<file path="src/rtl/stereo_word_rx.sv">
module stereo_word_rx #(
  parameter int WIDTH     = 16,
  parameter bit USE_TOKEN = 1'b1
) (
  input  logic             bclk,
  input  logic             rst_n,
  input  logic             ws,
  input  logic             sd,
  output logic [WIDTH-1:0] left_word,
  output logic [WIDTH-1:0] right_word,
  output logic             left_valid,
  output logic             right_valid
);
  localparam int CW = $clog2(WIDTH + 1);
  localparam logic [WIDTH-1:0] MSB_ONLY = {1'b1, {(WIDTH-1){1'b0}}};

  logic             ws_q, live, armed;
  logic [WIDTH-1:0] bits_q, bits_d, bit_en;
  logic             chg;

  assign chg    = live & (ws ^ ws_q);
  assign bits_d = (bits_q & ~bit_en) | ({WIDTH{sd}} & bit_en);

  generate
    if (USE_TOKEN) begin : g_token
      logic [WIDTH-1:0] tok;
      always_ff @(posedge bclk or negedge rst_n) begin
        if (!rst_n)   tok <= '0;
        else if (chg) tok <= MSB_ONLY;
        else          tok <= tok >> 1;
      end
      assign bit_en = tok;
    end else begin : g_count
      logic [CW-1:0] cnt;
      always_ff @(posedge bclk or negedge rst_n) begin
        if (!rst_n)                   cnt <= CW'(WIDTH);
        else if (chg)                 cnt <= '0;
        else if (cnt != CW'(WIDTH))   cnt <= cnt + 1'b1;
      end
      assign bit_en = (cnt < CW'(WIDTH)) ? (MSB_ONLY >> cnt) : '0;
    end
  endgenerate

  always_ff @(posedge bclk or negedge rst_n) begin
    if (!rst_n) begin
      ws_q        <= 1'b0;
      live        <= 1'b0;
      armed       <= 1'b0;
      bits_q      <= '0;
      left_word   <= '0;
      right_word  <= '0;
      left_valid  <= 1'b0;
      right_valid <= 1'b0;
    end else begin
      live        <= 1'b1;
      ws_q        <= ws;
      left_valid  <= 1'b0;
      right_valid <= 1'b0;
      if (chg) begin
        bits_q <= '0;
        armed  <= 1'b1;
        if (armed) begin
          if (ws_q) begin
            right_word  <= bits_d;
            right_valid <= 1'b1;
          end else begin
            left_word  <= bits_d;
            left_valid <= 1'b1;
          end
        end
      end else begin
        bits_q <= bits_d;
      end
    end
  end
endmodule


</file>
<file path="config.mk">
export PLATFORM = sky130hd
export DESIGN_NAME = stereo_word_rx
export DESIGN_NICKNAME = d
export VERILOG_FILES = /design/src/rtl/stereo_word_rx.sv
export SDC_FILE = /design/constraint.sdc
export NUM_CORES = 1
export LEC_CHECK = 0
export BUFFER_PORTS_ARGS = -buffer_cell sky130_fd_sc_hd__buf_2
export CAP_MARGIN = 20
export CORE_MARGIN = 5
export CORE_UTILIZATION = 50
export CTS_CLUSTER_SIZE = 20
export DETAILED_ROUTE_END_ITERATION = 10
export PLACE_DENSITY_LB_ADDON = 0.2
export SKIP_LAST_GASP = 1
export SLEW_MARGIN = 40
export SYNTH_ARGS = -nofsm -noshare
export SYNTH_HDL_FRONTEND = slang
export SYNTH_SLANG_ARGS = --single-unit
</file>
<file path="constraint.sdc">
create_clock -name bclk -period 3.8 [get_ports bclk]
set_clock_uncertainty 0.15 [all_clocks]
set_input_delay 0.19 -clock bclk [delete_from_list [all_inputs] [get_ports bclk]]
set_output_delay 0.19 -clock bclk [all_outputs]
set_load 0.02 [all_outputs]
</file>
==> results of run 1 <==
worst paths after layout:
check / from / to / slack (ps) / cells past startpoint
setup / recovery: live / right_word[2] / 1780 / 2
hold / removal: rst_n / left_word[13] / 210 / 2
setup reg to reg: live / right_word[2] / 1780 / 2
hold reg to reg: armed / armed / 340 / 1
max in group asynchronous: rst_n / live / 2530 / 3
min in group bclk: armed / armed / 340 / 1
where the power goes:
group / switching, uW / leakage [uW] / internal (uW)
Clock: 258 / 0.0000877 / 246
Combinational: 126 / 0.000563 / 106
Sequential: 32.7 / 0.000933 / 795
worst max-delay path, cell delays in order (launching register included):
cell and delay [ps]:
dfrtp_2 670, and4b_2 680, mux2_2 400
cell type report:
cell class | count | area (um2)
Fill cell | 414 | 2068
Clock inverter | 5 | 27.53
Timing Repair Buffer | 40 | 215.2
Tap cell | 70 | 87.58
Sequential cell | 69 | 1728
Multi-Input combinational cell | 85 | 908.4
Clock buffer | 10 | 137.6
stage by stage:
step	total power, uW	cells
4_1_cts	1584	279
2_1_floorplan	996.6	165
5_1_grt	1640	279
6_report	1563	279
3_5_place_dp	1074	262
3_3_place_gp	1065	262
state kept, by name, indices dropped and copies added, names as in the netlist, 16 cells and up:
signal and flops:
left_word 16, right_word 16, bits_q 16, bit_en 16
routing by layer:
| metal | vias up | track usage (%) |
|---|---|---|
| met5 | - | 0 |
| met4 | 0 | 7.749 |
| met3 | 14 | 4.442 |
| met2 | 38 | 21.87 |
| met1 | 727 | 17.69 |
| li1 | 662 | - |
repair_timing:
item                                   4_1_cts  5_1_grt
setup endpoints to repair                    0        0
gates resized for setup                      0        0
hold buffers                                 2        0
endpoints found under the hold margin       40        0
cells by family (layout without fill, tap and decap cells):
family	count (synthesis)	count (layout)	synth area share [%]
buffers and inverters	11	55	3.287
multiplexers	48	48	22.50
other	1	1	0.1388
AO/OA/AOI/OAI	32	32	8.889
XOR/XNOR	1	1	0.3241
flip-flops	69	69	63.89
AND/OR/NAND/NOR	3	3	0.9724
cells in the mapped netlist:
| cell | n | area [um2] |
|---|---|---|
| a21boi_0 | 31 | 232.7 |
| conb_1 | 1 | 3.750 |
| mux2_2 | 30 | 337.8 |
| mux2_4 | 18 | 270.3 |
| buf_6 | 2 | 22.52 |
| dfrtp_1 | 69 | 1727 |
| xor2_1 | 1 | 8.760 |
| a21o_1 | 1 | 7.510 |
| and2_1 | 1 | 6.260 |
| clkbuf_1 | 7 | 26.28 |
| and4b_1 | 2 | 20.02 |
| buf_12 | 2 | 40.04 |
==> metrics, run 1 <==
Syn Nets=169; # setup viols final=0; met1 WL=1954 um; Die W=83.52 um; grt ovf=0; DR WL met2=1996 um; setup TNS=0 ps; Cell Pwr Density=503.4 nW/um2; pre-CTS setup slack=1478 ps; initial antenna violation count=0; Vias per Instance=5.165; Leakage=0.001583 uW; Via Count=1441; placed cell area=2915 um2; Max-Cap Viols=0; Layout Nets=209; vias in the first global route=1565; commonest non-fill, non-tap cell in the layout=dfrtp_1; uppermost routed layer=met4; DRT Pass-1 Iters=3; Initial DRC Count=67; initial core utilization=52.25%; H-tree levels=3; CP required=3870 ps; DRT antenna net count=0; crit path launch type=flop; largest net degree at the start of global routing=41; global-route wire length before repair=7714 um; endpoint class of the critical path=flop; Die Y=83.52 um; most frequent cells in the layout=68 x dfrtp_1, 36 x buf_2, 31 x a21boi_0, 30 x mux2_2, 18 x mux2_4; Hold Path Class=input port to asynchronous set/reset pin; Post-DP HPWL=2666 um; number of post-CTS setup repair buffers=0; Max Root-Sink Buffers=2; Core Area=5172 um2; post-synthesis cell area=2703 um2; CTS sink cnt=69; CTS root buffer=clkbuf_8; slew margin rel.=57.37%; DRC viols=0; Max VDD drop=233.0 uV; Slew @ Worst Pin=638.5 ps; clk slew on worst S/H paths=70 ps; num rows=26; CTS tree=yes; Max Fanout on Critical Path=35; Mean Syn Cell Area=16.38 um2; GRT Overall Usage=14.14%; per-cell routed wire length=15.48 um; Seq/Total Area, Yosys=63.89%; post-route worst setup slack=1784 ps; Final Hold Vio Count=0; Tcrit/Tclk final=53.04%; Crit path arrival time=2090 ps; RSZ-0062 raised after global routing=no; DR WL met3=236 um; PortBufs=37; # IOs=38; Design Area, Final=3104 um2; yosys warns=0; WS Path Type=flop to flop; Final Slew Violations=0; Util after Layout=60.01%; status=finished, final reports clean; DIE AREA=6976 um2; Max Clock Freq=496.1 MHz; Syn Inst Count=165; synthesized flop and latch total=69; gp weighted congestion=0.6987; TritonCTS Buffers=9; Antenna Cells=0; post-synthesis cell type count=12; area growth from synthesis to layout=14.86%; fin crit period=2016 ps; clk_lat worst skew=340 ps; hold slack=210.9 ps; Routed WL=4318 um; share of layout cells above drive strength 1=50.24%
(Power assumes the default switching activity.)
==> run 2, diff against run 1 <==
==> constraint.sdc (replaced) <==
create_clock -name bclk -period 1.95 [get_ports bclk]
set_clock_uncertainty 0.15 [all_clocks]
set_input_delay 0.0975 -clock bclk [delete_from_list [all_inputs] [get_ports bclk]]
set_output_delay 0.0975 -clock bclk [all_outputs]
set_load 0.02 [all_outputs]
==> run 2 against run 1 <==
Against the previous run: worst hold slack got worse by 58 ps; combinational power grew 110%; core utilization grew 2.0 points; register-to-register slack worse by 1500 ps; final area up 3.3%; critical path depth up 3; total power up 110%; sequential power increased by 95%; critical path type is now input port to flop; largest cell class unchanged; highest routed layer unchanged.
==> metrics, run 2 (same netlist as run 1, synthesis figures left out) <==
CTS root buffer=clkbuf_8; global-route wire length before repair=8293 um; Most Used Layer, Global Route=met2; Vias per Instance=5.028; CP delay by family, top=buffers and inverters; number of post-CTS setup repair buffers=0; final cell count without fillers=289; clk_lat worst skew=330 ps; Tcrit/Tclk final=89.95%; combinational share of power=14.6%; Max-Cap Viols=0; WS Path Type=input port to flop; Crit. Startpoint=ws; DRT Pass-1 Iters=3; CP bufs+invs=3; # IOs=38; H-tree levels=3; sequential share of power=48.6%; Initial DRC Count=38; largest net degree at the start of global routing=70; Pwr Total=3307 uW; Net Switching=824.7 uW; Clk network pwr share=36.8%; slowest CP cell=dlygate4sd3_1; Max Fanout on Critical Path=6; setup TNS=0 ps; Post-DP HPWL=3197 um; Final Slew Violations=0; RSZ-0062 raised after global routing=no; Final Hold Vio Count=0; Routed WL=4800 um; slew margin rel.=66.61%; met2 Track Usage GR=24.13%; status=finished, final reports clean; crit path launch type=input port; CP required=2010 ps; num rows=26; PortBufs=37; DRT antenna net count=0; commonest non-fill, non-tap cell in the layout=dfrtp_1; endpoint class of the critical path=flop; Max Clock Freq=570.1 MHz; clk slew on worst S/H paths=70 ps; CTS tree=yes; Internal Power=2482 uW; Hold-fix buffers, CTS=2; Sw Share=24.94%; Die Y=83.52 um; Leakage=0.001652 uW; grt met1 use=19.91%; grt ovf=0; Layout Nets=218; Util after Layout=62.02%; dpl cells=271; Crit path arrival time=1820 ps; Hold Path Class=input port to asynchronous set/reset pin; gp weighted congestion=0.7242; Design Area, Final=3208 um2; post-cts sizing count=0; Largest stage delay, worst path=540 ps; Antenna Cells=0; GRT Overall Usage=15.31%; initial antenna violation count=0; # setup viols final=0; CTS sink cnt=69; placed cell area=2982 um2; most frequent cells in the layout=69 x dfrtp_1, 37 x buf_2, 31 x a21boi_0, 30 x mux2_2, 18 x mux2_4; per-cell routed wire length=16.61 um; TritonCTS Buffers=9; initial core utilization=52.25%; vias in the first global route=1630; CP Cell Sequence=dlygate4sd3_1 > buf_2 > and4b_1 > buf_4 > mux2_2; Slew @ Worst Pin=500.4 ps; DRC viols=0; Max VDD drop=533.7 uV; fin crit period=1754 ps; area growth from synthesis to layout=18.70%; DIE AREA=6976 um2; Via Count=1453; Die W=83.52 um; Cell Pwr Density=1031 nW/um2; Max Root-Sink Buffers=2; share of layout cells above drive strength 1=50.23%; global routing usage on met3=3.949%; FF-to-FF Start=ws_q; Core Area=5172 um2
-- run 2: cell types whose count changed in the layout (fill, tap and decap cells not counted), moves of 2 or more --
cell,change
and4b_1,+2
buf_4,+7
clkbuf_1,+2
and4b_2,-2
bufinv_16,+2
-- run 2: cell type report --
class,count,area [um2]
Timing Repair Buffer,49,292.8
Clock buffer,11,131.4
Sequential cell,69,1727
Tap cell,70,87.58
Multi-Input combinational cell,85,894.6
Clock inverter,5,75.07
Fill cell,416,1964
-- run 2: routing by layer --
| metal | vias up | part of all wire (%) |
|---|---|---|
| li1 | 673 | - |
| met1 | 740 | 46 |
| met2 | 31 | 48 |
| met3 | 9 | 3.7 |
| met4 | 0 | 1.8 |
| met5 | - | 0 |
-- run 2: through the flow --
step	hold slack [ps]	setup slack (ps)
2_1_floorplan	-348.1	497.3
3_3_place_gp	-10.77	355.7
3_5_place_dp	-8.340	290.4
4_1_cts	167.3	228.7
5_1_grt	218.1	188.8
6_report	153.4	196.0
-- run 2: final timing paths --
path / end / slack, ps / depth (start not counted)
setup reg to reg: right_word[15] / 280 / 3
hold / removal: left_word[12] / 150 / 3
min in group bclk: right_word[11] / 290 / 3
max in group asynchronous: left_valid / 1200 / 3
hold reg to reg: armed / 340 / 1
setup / recovery: right_word[15] / 200 / 5
-- run 2: worst reg2reg max path: cells and delay by family (launching register included) --
family / cells / cell delay, ps
flops: 1 / 420
simple gates: 1 / 430
mux: 1 / 340
buf+inv: 1 / 230
-- run 2: power by group through the flow --
stage | combinational, uW | sequential (uW) | clock (uW)
5_1_grt | 523 | 1620 | 1310
4_1_cts | 492 | 1610 | 1250
3_5_place_dp | 485 | 1630 | 0
6_report | 483 | 1610 | 1220
2_1_floorplan | 214 | 1730 | 0
3_3_place_gp | 473 | 1630 | 0
==> run 3, diff against run 2 <==
--- a/config.mk
+++ b/config.mk
@@ -12,8 +12,10 @@
 export CTS_CLUSTER_SIZE = 20
 export DETAILED_ROUTE_END_ITERATION = 10
 export PLACE_DENSITY_LB_ADDON = 0.2
+export RECOVER_POWER = 25
 export SKIP_LAST_GASP = 1
 export SLEW_MARGIN = 40
 export SYNTH_ARGS = -nofsm -noshare
 export SYNTH_HDL_FRONTEND = slang
 export SYNTH_SLANG_ARGS = --single-unit
+export TNS_END_PERCENT = 30
==> run 3 against run 2 <==
Against the previous run: global-route usage unchanged; sequential power about the same; maximum frequency decreased by 1.7%; die area unchanged; combinational power decreased by 1%; via count increased by 0.96%; worst hold slack improved by 140 ps.
==> metrics, run 3 (same netlist as run 1, synthesis figures left out) <==
GRT Overall Usage=15.31%; Vias per Instance=5.076; # setup viols final=0; endpoint class of the critical path=flop; initial core utilization=52.25%; Hold Path Class=input port to flop; RSZ-0062 raised after global routing=no; commonest non-fill, non-tap cell in the layout=dfrtp_1; Antenna Cells=0; Leakage=0.001645 uW; DRT Pass-1 Iters=4; status=finished, final reports clean; Via Count=1467; Core Area=5172 um2; vias in the first global route=1630; DR WL met2=2328 um; crit path launch type=input port; Tcrit/Tclk final=91.55%; Max Fanout on Critical Path=6; fin crit period=1785 ps; Hold-fix buffers, CTS=2; PortBufs=37; setup TNS=0 ps; Routed WL=4781 um; initial antenna violation count=0; per-cell routed wire length=16.54 um; clk_lat worst skew=330 ps; CTS root buffer=clkbuf_8; DIE AREA=6976 um2; number of post-CTS setup repair buffers=0; Final Slew Violations=0; grt ovf=0; Die W=83.52 um; uppermost routed layer=met4; # IOs=38; Die Y=83.52 um; DRC viols=0; Initial DRC Count=42; WS Path Type=input port to flop; R2R setup slack=270 ps; Max VDD drop=532.1 uV; area growth from synthesis to layout=18.19%; Final Hold Vio Count=0; most frequent cells in the layout=69 x dfrtp_1, 36 x buf_2, 31 x a21boi_0, 30 x mux2_2, 18 x mux2_4; DR WL met3=186 um; met1 WL=2177 um; CTS tree=yes; Max Clock Freq=560.2 MHz; pre-CTS setup slack=290.4 ps; post-route worst setup slack=164.8 ps; num rows=26; H-tree levels=3; gp weighted congestion=0.7242; CP required=2010 ps; Layout Nets=218; Slew @ Worst Pin=883.9 ps; largest net degree at the start of global routing=70; share of layout cells above drive strength 1=49.77%; DRT antenna net count=0; CTS sink cnt=69; Post-DP HPWL=3197 um; clk slew on worst S/H paths=70 ps; Cell Pwr Density=1033 nW/um2; post-cts sizing count=0; TritonCTS Buffers=9; Max-Cap Viols=0; Crit path arrival time=1850 ps; Max Root-Sink Buffers=2; global-route wire length before repair=8293 um; slew margin rel.=41.07%
## run 3: worst max-delay path, cell delays in order
cell,delay (ps)
dlygate4sd3_1,540
clkbuf_1,160
and4b_1,480
buf_4,230
mux2_2,340
## run 3: worst paths after layout
check	to	start	cells past startpoint
worst max-delay path	right_word[15]	ws	5
worst min-delay path	right_word[14]	sd	3
worst max register to register	right_word[15]	ws_q	3
worst min register to register	armed	armed	1
max in group asynchronous	bit_en[5]	rst_n	3
min in group asynchronous	right_word[12]	rst_n	3
## run 3: where the power goes
part / switching [uW] / internal [uW]
clock: 501 / 715
sequential: 58.5 / 1550
combinational: 263 / 216
## run 3: final cells by class
class                   instances  area [um2]
clock buffers                  11       131.4
repair buffers                 49       279.0
clock inverters                 5       75.07
well taps                      70       87.58
fillers                       419        1978
multi-input cells              85       894.6
flip-flops and latches         69        1727
## run 3: routing by layer
metal	GRT usage [%]	vias up
li1	-	673
met5	0	-
met1	19.91	752
met3	3.949	9
met2	24.13	33
met4	7.018	0
## run 3: metrics by stage
stage	power, uW	util (%)	area (um2)	hold WS [ps]	cells
2_1_floorplan	1942	-	2703	-348.1	165
3_3_place_gp	2101	57.64	2982	-10.77	271
3_5_place_dp	2119	57.64	2982	-8.340	271
4_1_cts	3348	62.02	3208	167.3	289
5_1_grt	3449	61.76	3194	292.5	289
6_report	3301	61.76	3194	291.0	289
